**src/rtl/lpm_pkg.sv**
```systemverilog
`timescale 1ns/1ps
package lpm_pkg;

    // stop-control register bit positions (software-visible)
    localparam int STOP_B = 7;
    localparam int REL_B  = 6;

    // STOP sequencer state
    typedef enum logic [1:0] {
        ST_RUN  = 2'd0,
        ST_HALT = 2'd1,
        ST_WARM = 2'd2
    } stop_st_e;

    // stop-control configuration (bits 6:2)
    typedef struct packed {
        logic       rel_lvl;   // 1: level release, 0: edge release
        logic       ret_slow;  // 1: resume in SLOW mode
        logic       keep_out;  // 1: ports keep their drive during STOP
        logic [1:0] wut;       // warm-up code
    } stop_cfg_t;

    // clock-control configuration (bits 7:4)
    typedef struct packed {
        logic hosc;
        logic losc;
        logic sel;             // 0 high clock, 1 low clock
        logic idle;
    } clk_cfg_t;

    // 01 selects the short warm-up; every other code the long one
    function automatic logic warm_is_short(input logic [1:0] code);
        return code == 2'b01;
    endfunction

    // apply a clock-control write without ever disabling the running clock
    function automatic clk_cfg_t clk_write(input clk_cfg_t cur, input logic [3:0] wd);
        clk_cfg_t n;
        n.hosc = wd[3] | ~cur.sel;
        n.losc = wd[2] |  cur.sel;
        if (wd[1])
            n.sel = n.losc ? 1'b1 : cur.sel;
        else
            n.sel = n.hosc ? 1'b0 : cur.sel;
        n.idle = wd[0];
        return n;
    endfunction

    function automatic logic [7:0] pack_stop(input logic active, input stop_cfg_t c);
        return {active, c, 2'b00};
    endfunction

    function automatic logic [7:0] pack_clk(input clk_cfg_t c);
        return {c, 4'hF};
    endfunction

endpackage

```
**src/rtl/lpm_wake_det.sv**
```systemverilog
`timescale 1ns/1ps
module lpm_wake_det (
    input  logic clk,
    input  logic rst,
    input  logic wake_i,
    input  logic lvl_mode,
    output logic release_o
);
    logic wake_q;

    always_ff @(posedge clk) begin
        if (rst) wake_q <= 1'b0;
        else     wake_q <= wake_i;
    end

    always_comb begin
        if (lvl_mode) release_o = wake_i;
        else          release_o = wake_i & ~wake_q;
    end
endmodule

```
**src/rtl/lpm_stop_fsm.sv**
```systemverilog
`timescale 1ns/1ps
module lpm_stop_fsm
    import lpm_pkg::*;
#(
    parameter int WARM_SHIFT = 10
) (
    input  logic       clk,
    input  logic       rst,
    input  logic       stop_req,
    input  logic       wake_rel,
    input  logic [1:0] wut,
    output stop_st_e   state_o,
    output logic       rel_pulse_o
);
    localparam int CW = WARM_SHIFT + 2;
    localparam logic [CW-1:0] LEN_SHORT = CW'(1) << WARM_SHIFT;
    localparam logic [CW-1:0] LEN_LONG  = CW'(3) << WARM_SHIFT;

    stop_st_e      st_q;
    logic [CW-1:0] cnt_q;
    logic [CW-1:0] load_v;

    assign load_v      = (warm_is_short(wut) ? LEN_SHORT : LEN_LONG) - CW'(1);
    assign rel_pulse_o = (st_q == ST_HALT) && wake_rel;
    assign state_o     = st_q;

    always_ff @(posedge clk) begin
        if (rst) begin
            st_q  <= ST_RUN;
            cnt_q <= '0;
        end else begin
            unique case (st_q)
                ST_RUN: begin
                    if (stop_req) st_q <= ST_HALT;
                end
                ST_HALT: begin
                    if (wake_rel) begin
                        st_q  <= ST_WARM;
                        cnt_q <= load_v;
                    end
                end
                ST_WARM: begin
                    if (cnt_q == '0) st_q  <= ST_RUN;
                    else             cnt_q <= cnt_q - CW'(1);
                end
                default: st_q <= ST_RUN;
            endcase
        end
    end
endmodule

```
**src/rtl/lpm_regs.sv**
```systemverilog
`timescale 1ns/1ps
module lpm_regs
    import lpm_pkg::*;
#(
    parameter logic LOSC_RST = 1'b0
) (
    input  logic       clk,
    input  logic       rst,
    input  logic       we,
    input  logic       sel,
    input  logic [7:0] wdata,
    input  logic       wake_i,
    input  logic       stopped,
    input  logic       rel_pulse,
    input  logic       irq_i,
    output stop_cfg_t  stop_cfg_o,
    output clk_cfg_t   clk_cfg_o,
    output logic       stop_req_o,
    output logic       reset_n_o
);
    stop_cfg_t stop_q;
    clk_cfg_t  clk_q;
    clk_cfg_t  clk_wr;
    logic      wr_stop, wr_clk, both_off, rstn_q;
    logic      unused_low;

    assign unused_low = ^wdata[1:0];

    assign wr_stop  = we && !sel && !stopped;
    assign wr_clk   = we &&  sel && !stopped;
    assign both_off = wdata[7:6] == 2'b00;
    assign clk_wr   = clk_write(clk_q, wdata[7:4]);

    // a level-release STOP is not entered while the wake pin is already high
    assign stop_req_o = wr_stop && wdata[STOP_B] && !(wdata[REL_B] && wake_i);

    always_ff @(posedge clk) begin
        if (rst) begin
            stop_q <= '0;
            clk_q  <= '{hosc: 1'b1, losc: LOSC_RST, sel: 1'b0, idle: 1'b0};
            rstn_q <= 1'b1;
        end else begin
            rstn_q <= !(wr_clk && both_off);
            if (wr_stop)
                stop_q <= stop_cfg_t'(wdata[6:2]);
            if (rel_pulse) begin
                if (stop_q.ret_slow) begin
                    clk_q.losc <= 1'b1;
                    clk_q.sel  <= 1'b1;
                end else begin
                    clk_q.hosc <= 1'b1;
                    clk_q.sel  <= 1'b0;
                end
            end else if (wr_clk && !both_off) begin
                clk_q <= clk_wr;
            end
            if (irq_i)
                clk_q.idle <= 1'b0;
        end
    end

    assign stop_cfg_o = stop_q;
    assign clk_cfg_o  = clk_q;
    assign reset_n_o  = rstn_q;
endmodule

```
**src/rtl/lpm_ctrl.sv**
```systemverilog
`timescale 1ns/1ps
module lpm_ctrl
    import lpm_pkg::*;
#(
    parameter int   WARM_SHIFT = 10,
    parameter logic LOSC_RST   = 1'b0
) (
    input  logic       clk,
    input  logic       rst,
    input  logic       wake_i,
    input  logic       irq_i,
    input  logic       bus_we_i,
    input  logic       bus_sel_i,
    input  logic [7:0] bus_wdata_i,
    output logic [7:0] bus_rdata_o,
    output logic       cpu_halt_o,
    output logic       wdt_halt_o,
    output logic       periph_halt_o,
    output logic       port_float_o,
    output logic       hosc_en_o,
    output logic       losc_en_o,
    output logic       clk_sel_o,
    output logic       reset_n_o
);
    stop_cfg_t stop_cfg;
    clk_cfg_t  clk_cfg;
    stop_st_e  st;
    logic      stop_req, rel_pulse, wake_rel, stopped, frozen;

    assign stopped = st != ST_RUN;
    assign frozen  = st == ST_HALT;

    lpm_wake_det u_wake (
        .clk       (clk),
        .rst       (rst),
        .wake_i    (wake_i),
        .lvl_mode  (stop_cfg.rel_lvl),
        .release_o (wake_rel)
    );

    lpm_stop_fsm #(.WARM_SHIFT(WARM_SHIFT)) u_fsm (
        .clk         (clk),
        .rst         (rst),
        .stop_req    (stop_req),
        .wake_rel    (wake_rel),
        .wut         (stop_cfg.wut),
        .state_o     (st),
        .rel_pulse_o (rel_pulse)
    );

    lpm_regs #(.LOSC_RST(LOSC_RST)) u_regs (
        .clk        (clk),
        .rst        (rst),
        .we         (bus_we_i),
        .sel        (bus_sel_i),
        .wdata      (bus_wdata_i),
        .wake_i     (wake_i),
        .stopped    (stopped),
        .rel_pulse  (rel_pulse),
        .irq_i      (irq_i),
        .stop_cfg_o (stop_cfg),
        .clk_cfg_o  (clk_cfg),
        .stop_req_o (stop_req),
        .reset_n_o  (reset_n_o)
    );

    assign bus_rdata_o   = bus_sel_i ? pack_clk(clk_cfg) : pack_stop(stopped, stop_cfg);
    assign cpu_halt_o    = stopped | clk_cfg.idle;
    assign wdt_halt_o    = stopped | clk_cfg.idle;
    assign periph_halt_o = stopped;
    assign port_float_o  = stopped & ~stop_cfg.keep_out;
    assign hosc_en_o     = clk_cfg.hosc & ~frozen;
    assign losc_en_o     = clk_cfg.losc & ~frozen;
    assign clk_sel_o     = clk_cfg.sel;
endmodule

```
**config.mk**
```make
export PLATFORM = sky130hd
export DESIGN_NAME = lpm_ctrl
export DESIGN_NICKNAME = d
export VERILOG_FILES = /design/src/rtl/lpm_pkg.sv /design/src/rtl/lpm_wake_det.sv /design/src/rtl/lpm_stop_fsm.sv /design/src/rtl/lpm_regs.sv /design/src/rtl/lpm_ctrl.sv
export SDC_FILE = /design/constraint.sdc
export NUM_CORES = 1
export LEC_CHECK = 0
export ABC_AREA = 1
export CORE_UTILIZATION = 30
export DETAILED_ROUTE_END_ITERATION = 10
export REMOVE_ABC_BUFFERS = 1
export SLEW_MARGIN = 20
export SYNTH_ARGS = -nofsm -noshare
export SYNTH_HDL_FRONTEND = slang
export SYNTH_HIERARCHICAL = 1
export SYNTH_SLANG_ARGS = --single-unit
```
**constraint.sdc**
```tcl
create_clock -name clk -period 2.7 [get_ports clk]
set_input_delay 0.54 -clock clk [delete_from_list [all_inputs] [get_ports clk]]
set_output_delay 0.54 -clock clk [all_outputs]
set_load 0.1 [all_outputs]
```
==> Flow_metrics.wiki, run 1 <==
{| class="wikitable"
! Metric !! Value
|-
| Run status || completed
|-
| Share of synthesized cell area in and, or, nand and nor gates || 33.42%
|-
| Pwr Density || 507.4 nW/um^2
|-
| Maximum fanout count along the critical path || 5
|-
| Quantity of hold-fixing buffers added after cts || 0
|-
| Sum of overflow across all layers after global routing || 0
|-
| Final Wtd Congestion || 0.8281
|-
| FMAX || 0.4537 GHz
|-
| Clk sinks || 25
|-
| Vertical die dimension || 72.75 microns
|-
| Longest Clk Path Bufs || 2
|-
| Critical setup path kind || in -> out
|-
| Buffers inserted by post-CTS timing repair || 0
|-
| Drt first-iter violations || 52
|-
| Unrepaired setup endpoints after global routing || no
|-
| Instance area at placement || 1887 sq um
|-
| Wire length of the first global-routing pass || 5740 microns
|-
| Ratio of cells with drive above 1 in the final layout || 14.89%
|-
| PortBufs || 27
|-
| Finished Layout Cells || 329
|-
| Synthesized-area fraction occupied by ao, oa, aoi and oai cells || 15.42%
|-
| Worst Hold Class || reg -> reg
|-
| Transition at the pin with the smallest max-transition slack || 0.3659 ns
|-
| Deepest level of the CTS H-tree || 1
|-
| Die width || 72.75 microns
|-
| Number of failing setup endpoints in the final timing report || 0
|-
| Routed vias/inst || 4.529
|-
| Mapped Area || 1501 sq um
|-
| Detail Route Antenna Nets || 0
|-
| Area overhead of the layout relative to synthesis || 28.67%
|-
| Number of standard-cell rows in the floorplan || 25
|-
| Antenna Diode Count || 0
|-
| Fin Clk Skew || 0.001998 ns
|-
| Period minus WS final || 2.204 ns
|-
| Dominant register cell in the synthesized netlist || sky130_fd_sc_hd__dfxtp_1
|-
| Crit. Startpoint || bus_sel_i
|-
| Worst endpoint required time || 2.16 ns
|-
| Root Buffer Master || sky130_fd_sc_hd__clkbuf_8
|-
| Lkg Pwr || 0.9388 nW
|-
| Resize count post-CTS || 0
|-
| Synthesized instance count || 235
|-
| Number of clock buffers inserted by TritonCTS || 3
|-
| Crit path launch type || primary input
|-
| Filler cell count || 530
|-
| DRC errors left || 0
|-
| Initial cell density of the core || 31.58%
|-
| Per-cell routed wire length || 10.35 microns
|-
| Mux share of post-synthesis cell area || 0%
|-
| Via total after detailed routing || 1490
|-
| Insertion delay of the later-clocked pin in the worst-skew pair || 0.26 ns
|-
| Placed insts || 325
|-
| Post-synth EDFFs || 0
|-
| Number of distinct standard cells referenced by the synthesized netlist || 31
|-
| Type of destination of the critical path || primary output
|-
| Number of ports placed on the die boundary || 30
|-
| Cell type contributing the most total cell area after synthesis || sky130_fd_sc_hd__dfxtp_1
|-
| Clock-pin slew on the worst setup and hold paths || 0.09 ns
|-
| Via count of the first global-routing pass || 1346
|-
| Number of failing hold endpoints at the final stage || 0
|-
| Share of the core filled with cells || 40.63%
|-
| Total non-filler cell area in the finished layout || 1932 sq um
|-
| Length of the first detailed-routing pass in iterations || 4
|-
| Worst Hold Launch || u_regs/stop_cfg_o[0]
|-
| Clock tree from TritonCTS || built
|-
| Proportion of synthesized chip area in sequential cells || 33.33%
|-
| Crit path DAT || 1.66 ns
|-
| Synthesis-stage register bit count || 25
|-
| Setup Total Neg Slack || 0 ns
|-
| Adder-Cell Fraction of Synth Area || 0.8333%
|-
| Warning count from the yosys run || 6
|-
| Post-layout net count || 278
|-
| R2r startpoint || u_fsm/state_o[0]
|-
| Total global routing track utilization || 13.86%
|-
| Main area contributors after synthesis || sky130_fd_sc_hd__dfxtp_1, sky130_fd_sc_hd__nand2_1, sky130_fd_sc_hd__inv_1
|-
| Post-synthesis share of cell area spent on xor and xnor gates || 1.750%
|-
| WL final || 3405 microns
|-
| Combinational family with the most area after synthesis || simple AND/OR/NAND/NOR gates
|-
| Portion of synthesized cell area occupied by the leading cell type || 33.33%
|-
| DP HPWL || 2617 microns
|-
| Worst hold slack || 0.4694 ns
|-
| Area of the die || 5292 sq um
|-
| Number of max-cap violations || 0
|-
| Worst IR Drop VDD || 0.3029 mV
|-
| Core outline area || 4755 sq um
|-
| Synthesized area per cell || 6.389 sq um
|-
| Post-synthesis async set-or-reset flop share || 0%
|-
| Worst-case headroom to the max-slew limit || 75.58%
|-
| Share of the cycle needed by the critical path after routing || 81.64%
|-
| Initial antenna violation count || 0
|-
| Max Slew Vio Count || 0
|-
| Largest net degree at the start of global routing || 17
|}
==> cell usage in the layout, fill, tap and decap left out, types with 2 or more instances in the layout <==
cell type / Yosys / routed
sky130_fd_sc_hd__nor2_1: 31 / 31
sky130_fd_sc_hd__o21ai_0: 11 / 11
sky130_fd_sc_hd__o21ai_1: 9 / 9
sky130_fd_sc_hd__dfxtp_1: 25 / 25
sky130_fd_sc_hd__or2_1: 2 / 2
sky130_fd_sc_hd__nand2_4: 2 / 2
sky130_fd_sc_hd__nand2_2: 3 / 3
sky130_fd_sc_hd__clkdlybuf4s50_1: 0 / 11
sky130_fd_sc_hd__clkbuf_8: 0 / 3
sky130_fd_sc_hd__xor2_1: 2 / 2
sky130_fd_sc_hd__nand3b_1: 2 / 2
sky130_fd_sc_hd__inv_2: 3 / 3
sky130_fd_sc_hd__inv_1: 44 / 44
sky130_fd_sc_hd__buf_12: 0 / 8
sky130_fd_sc_hd__a21oi_1: 15 / 15
sky130_fd_sc_hd__nor2_2: 4 / 4
sky130_fd_sc_hd__nand2_1: 45 / 45
sky130_fd_sc_hd__nand3_1: 18 / 18
sky130_fd_sc_hd__buf_4: 3 / 10
==> cell families (layout without fill, tap and decap cells) <==
group / Yosys count / after routing
AO/OA/AOI/OAI: 41 / 41
XOR/XNOR: 3 / 3
adder cells (fa/ha/maj): 1 / 1
buffers and inverters: 54 / 81
flip-flops: 25 / 25
AND/OR/NAND/NOR: 111 / 111
==> final cells by class <==
cell class	instances	area, sq um	share of cell area, %
multi-input combinational	156	772.0	39.96
sequential	25	500.5	25.91
timing repair buffer	29	345.3	17.88
inverter	48	185.2	9.586
tap	67	83.83	4.339
clock buffer	4	45.04	2.332
==> final timing paths <==
| check | to | slack [ns] | depth (start not counted) |
|---|---|---|---|
| min reg2reg | u_regs/stop_cfg_o[0] | 0.47 | 2 |
| max reg2reg | u_fsm/cnt_q[10] | 0.91 | 11 |
| min | u_regs/stop_cfg_o[0] | 0.47 | 2 |
| max | bus_rdata_o[2] | 0.50 | 4 |
==> synth_stat cells (all sizes together) (2+ instances only) <==
| master | count |
|---|---|
| nand3 | 19 |
| o21ai | 20 |
| nand2 | 50 |
| buf | 6 |
| dfxtp | 25 |
| xor2 | 2 |
| inv | 48 |
| or2 | 3 |
| nor2 | 36 |
| nand3b | 2 |
| a21oi | 17 |
==> worst max-delay path: stages <==
cell and delay [ns]:
sky130_fd_sc_hd__clkdlybuf4s50_1 0.48, sky130_fd_sc_hd__buf_4 0.20, sky130_fd_sc_hd__or2_1 0.26, sky130_fd_sc_hd__buf_12 0.17
==> flip-flops by register name, indices dropped and copies added, names as in the netlist <==
register,cells
u_regs/reset_n_o,1
u_wake/wake_q,1
u_fsm/state_o,2
u_regs/stop_cfg_o,5
u_regs/clk_cfg_o,4
u_fsm/cnt_q,12
==> metrics by stage <==
step,worst slack [ns],total power [W]
3_5_place_dp,0.4796,0.0007680
5_1_grt,0.4505,0.001030
6_report,0.4958,0.0009802
2_1_floorplan,-0.5458,0.0006470
3_3_place_gp,0.4827,0.0007654
4_1_cts,0.4776,0.0009910
==> per-layer routing <==
metal	vias up	routed length (microns)	GRT usage [%]
met5	-	0	0
met4	0	8	2.832
met3	2	149	3.039
met2	29	1571	24.51
met1	679	1676	17.26
li1	780	-	-
==> power by group <==
group / internal (W) / switching [W] / leakage, nW
Clock: 0.000105 / 0.000116 / 0.0228
Combinational: 0.000105 / 0.000242 / 0.712
Sequential: 0.000392 / 0.0000197 / 0.204
Note: power is estimated with default switching activity, not from simulation.
==> run 2, diff against run 1 <==
==> constraint.sdc (replaced) <==
create_clock -name clk -period 2.27 [get_ports clk]
set_input_delay 0.454 -clock clk [delete_from_list [all_inputs] [get_ports clk]]
set_output_delay 0.454 -clock clk [all_outputs]
set_load 0.1 [all_outputs]
==> run 2 against run 1 <==
Effect of this change:
- setup slack lost 0.19 ns
- wire length shrank 1.6%
- sequential power grew 19%
- cell count grew 0.30%
- critical path depth is the same
==> Flow_metrics.wiki, run 2 (same netlist as run 1, synthesis figures left out) <==
{| class="wikitable"
! Metric !! Value
|-
| Most flop-heavy register || u_fsm/cnt_q (unchanged)
|-
| Worst endpoint required time || 1.82 ns (was 2.16 ns)
|-
| Number of failing hold endpoints at the final stage || 0 (unchanged)
|-
| Pwr Density || 594.8 nW/um^2 (was 507.4 nW/um^2)
|-
| PortBufs || 27 (unchanged)
|-
| Routed vias/inst || 4.424 (was 4.529)
|-
| Area of the die || 5292 sq um (unchanged)
|-
| Sum of overflow across all layers after global routing || 0 (unchanged)
|-
| Biggest cell delay along the critical path || 0.43 ns (was 0.48 ns)
|-
| Wire length of the first global-routing pass || 5961 microns (was 5740 microns)
|-
| Number of standard-cell rows in the floorplan || 25 (unchanged)
|-
| Ratio of cells with drive above 1 in the final layout || 15.21% (was 14.89%)
|-
| Setup slack after layout || 0.3010 ns (was 0.4958 ns)
|-
| Area overhead of the layout relative to synthesis || 34.17% (was 28.67%)
|-
| Via count of the first global-routing pass || 1414 (was 1346)
|-
| Maximum fanout count along the critical path || 8 (was 5)
|-
| Post-layout net count || 279 (was 278)
|-
| Final Wtd Congestion || 0.8129 (was 0.8281)
|-
| Number of clock buffers inserted by TritonCTS || 3 (unchanged)
|-
| Via total after detailed routing || 1460 (was 1490)
|-
| Root Buffer Master || sky130_fd_sc_hd__clkbuf_8 (unchanged)
|-
| Crit path DAT || 1.52 ns (was 1.66 ns)
|-
| Clock tree from TritonCTS || built (unchanged)
|-
| Vertical die dimension || 72.75 microns (unchanged)
|-
| Crit path launch type || primary input (unchanged)
|-
| Power Total || 0.001198 W (was 0.0009802 W)
|-
| Worst-case headroom to the max-slew limit || 72.72% (was 75.58%)
|-
| Run status || completed (unchanged)
|-
| Type of destination of the critical path || primary output (unchanged)
|-
| Largest register FFs || 12 (unchanged)
|-
| Resize count post-CTS || 0 (unchanged)
|-
| Post-placement worst setup slack || 0.2799 ns (was 0.4796 ns)
|-
| Quantity of hold-fixing buffers added after cts || 0 (unchanged)
|-
| Initial cell density of the core || 31.58% (unchanged)
|-
| Worst Hold Class || reg -> reg (unchanged)
|-
| Number of ports placed on the die boundary || 30 (unchanged)
|-
| Critical setup path kind || in -> out (unchanged)
|-
| Most frequent standard cell in the layout excluding fill and tap cells || sky130_fd_sc_hd__nand2_1 (unchanged)
|-
| FMAX || 0.5079 GHz
|-
| Initial antenna violation count || 0 (unchanged)
|-
| Number of max-cap violations || 0 (unchanged)
|-
| Deepest level of the CTS H-tree || 1 (unchanged)
|-
| Worst hold slack || 0.4596 ns (was 0.4694 ns)
|-
| Per-cell routed wire length || 10.16 microns (was 10.35 microns)
|-
| Filler cell count || 510 (was 530)
|-
| Buffers inserted by post-CTS timing repair || 0 (unchanged)
|-
| Cell type of the slowest stage on the worst timing path || sky130_fd_sc_hd__clkdlybuf4s50_1 (unchanged)
|-
| Length of the first detailed-routing pass in iterations || 4 (unchanged)
|-
| WL final || 3352 microns (was 3405 microns)
|-
| Worst IR Drop VDD || 0.3138 mV (was 0.3029 mV)
|-
| Clock-pin slew on the worst setup and hold paths || 0.08 ns (was 0.09 ns)
|-
| DP HPWL || 2607 microns (was 2617 microns)
|-
| Period minus WS final || 1.969 ns
|-
| Detail Route Antenna Nets || 0 (unchanged)
|-
| DRC errors left || 0 (unchanged)
|-
| Unrepaired setup endpoints after global routing || no (unchanged)
|-
| Die width || 72.75 microns (unchanged)
|-
| Largest net degree at the start of global routing || 17 (unchanged)
|-
| Antenna Diode Count || 0 (unchanged)
|-
| Share of the cycle needed by the critical path after routing || 86.74%
|-
| Clk sinks || 25 (unchanged)
|-
| Longest Clk Path Bufs || 2 (unchanged)
|-
| Leading cell types in the layout, fill and taps excluded || sky130_fd_sc_hd__nand2_1, sky130_fd_sc_hd__inv_1, sky130_fd_sc_hd__nor2_1 (unchanged)
|-
| Lkg Pwr || 0.9653 nW (was 0.9388 nW)
|-
| Insertion delay of the later-clocked pin in the worst-skew pair || 0.26 ns (about the same)
|-
| Number of failing setup endpoints in the final timing report || 0 (unchanged)
|-
| Max Slew Vio Count || 0 (unchanged)
|-
| Drt first-iter violations || 70 (was 52)
|-
| Transition at the pin with the smallest max-transition slack || 0.4056 ns (was 0.3659 ns)
|-
| Cells along the critical path || clkdlybuf4s50_1, buf_4, or2_1, buf_12 (unchanged)
|-
| Crit path max-delay family || buffers and inverters (unchanged)
|-
| Total global routing track utilization || 14.09% (was 13.86%)
|-
| Setup Total Neg Slack || 0 ns (unchanged)
|-
| Buffers plus inverters on the worst setup path || 3 (unchanged)
|-
| Fin Clk Skew || 0.001802 ns (was 0.001998 ns)
|-
| Core outline area || 4755 sq um (unchanged)
|}
## run 2: final timing paths
| check | slack, ns | to | startpoint | cells past startpoint |
|---|---|---|---|---|
| hold / removal | 0.46 | u_regs/clk_cfg_o[0] | u_regs/clk_cfg_o[0] | 2 |
| hold reg to reg | 0.46 | u_regs/clk_cfg_o[0] | u_regs/clk_cfg_o[0] | 2 |
| setup reg to reg | 0.52 | u_fsm/cnt_q[10] | u_fsm/state_o[0] | 11 |
| setup / recovery | 0.30 | bus_rdata_o[3] | bus_sel_i | 4 |
## run 2: cell type report
class,instances,area [sq um],share of cell area [%]
Multi-Input combinational cell,156,772.0,38.32
Sequential cell,25,500.5,24.84
Timing Repair Buffer,30,427.9,21.24
Inverter,48,185.2,9.193
Tap cell,67,83.83,4.161
Clock buffer,4,45.04,2.236
## run 2: tightest hold or removal path, stage by stage, from the launching register on
cell,delay [ns]
sky130_fd_sc_hd__dfxtp_1,0.32
sky130_fd_sc_hd__nand2_1,0.06
sky130_fd_sc_hd__a21oi_1,0.05
## run 2: routing by layer
| metal | wire, microns | track usage, % | up-vias | part of all wire, % |
|---|---|---|---|---|
| met5 | 0 | 0 | - | 0 |
| met3 | 140 | 3.177 | 2 | 4.2 |
| met4 | 8 | 2.832 | 0 | 0.24 |
| met2 | 1514 | 23.78 | 27 | 45 |
| met1 | 1689 | 18.43 | 646 | 50 |
| li1 | - | - | 785 | - |
## run 2: through the flow
stage / std cells / cell area, sq um / util (%)
CTS: 330 / 2014 / 42.37
global placement: 326 / 1969 / 41.42
floorplan: 229 / 1458 / -
finish: 330 / 2014 / 42.37
detailed placement: 326 / 1969 / 41.42
global route: 330 / 2014 / 42.37
## run 2: power breakdown
| group | internal, W | switching [W] | leakage, nW |
|---|---|---|---|
| Clock | 0.000125 | 0.000134 | 0.0228 |
| Sequential | 0.000466 | 0.0000227 | 0.204 |
| Combinational | 0.000155 | 0.000295 | 0.739 |
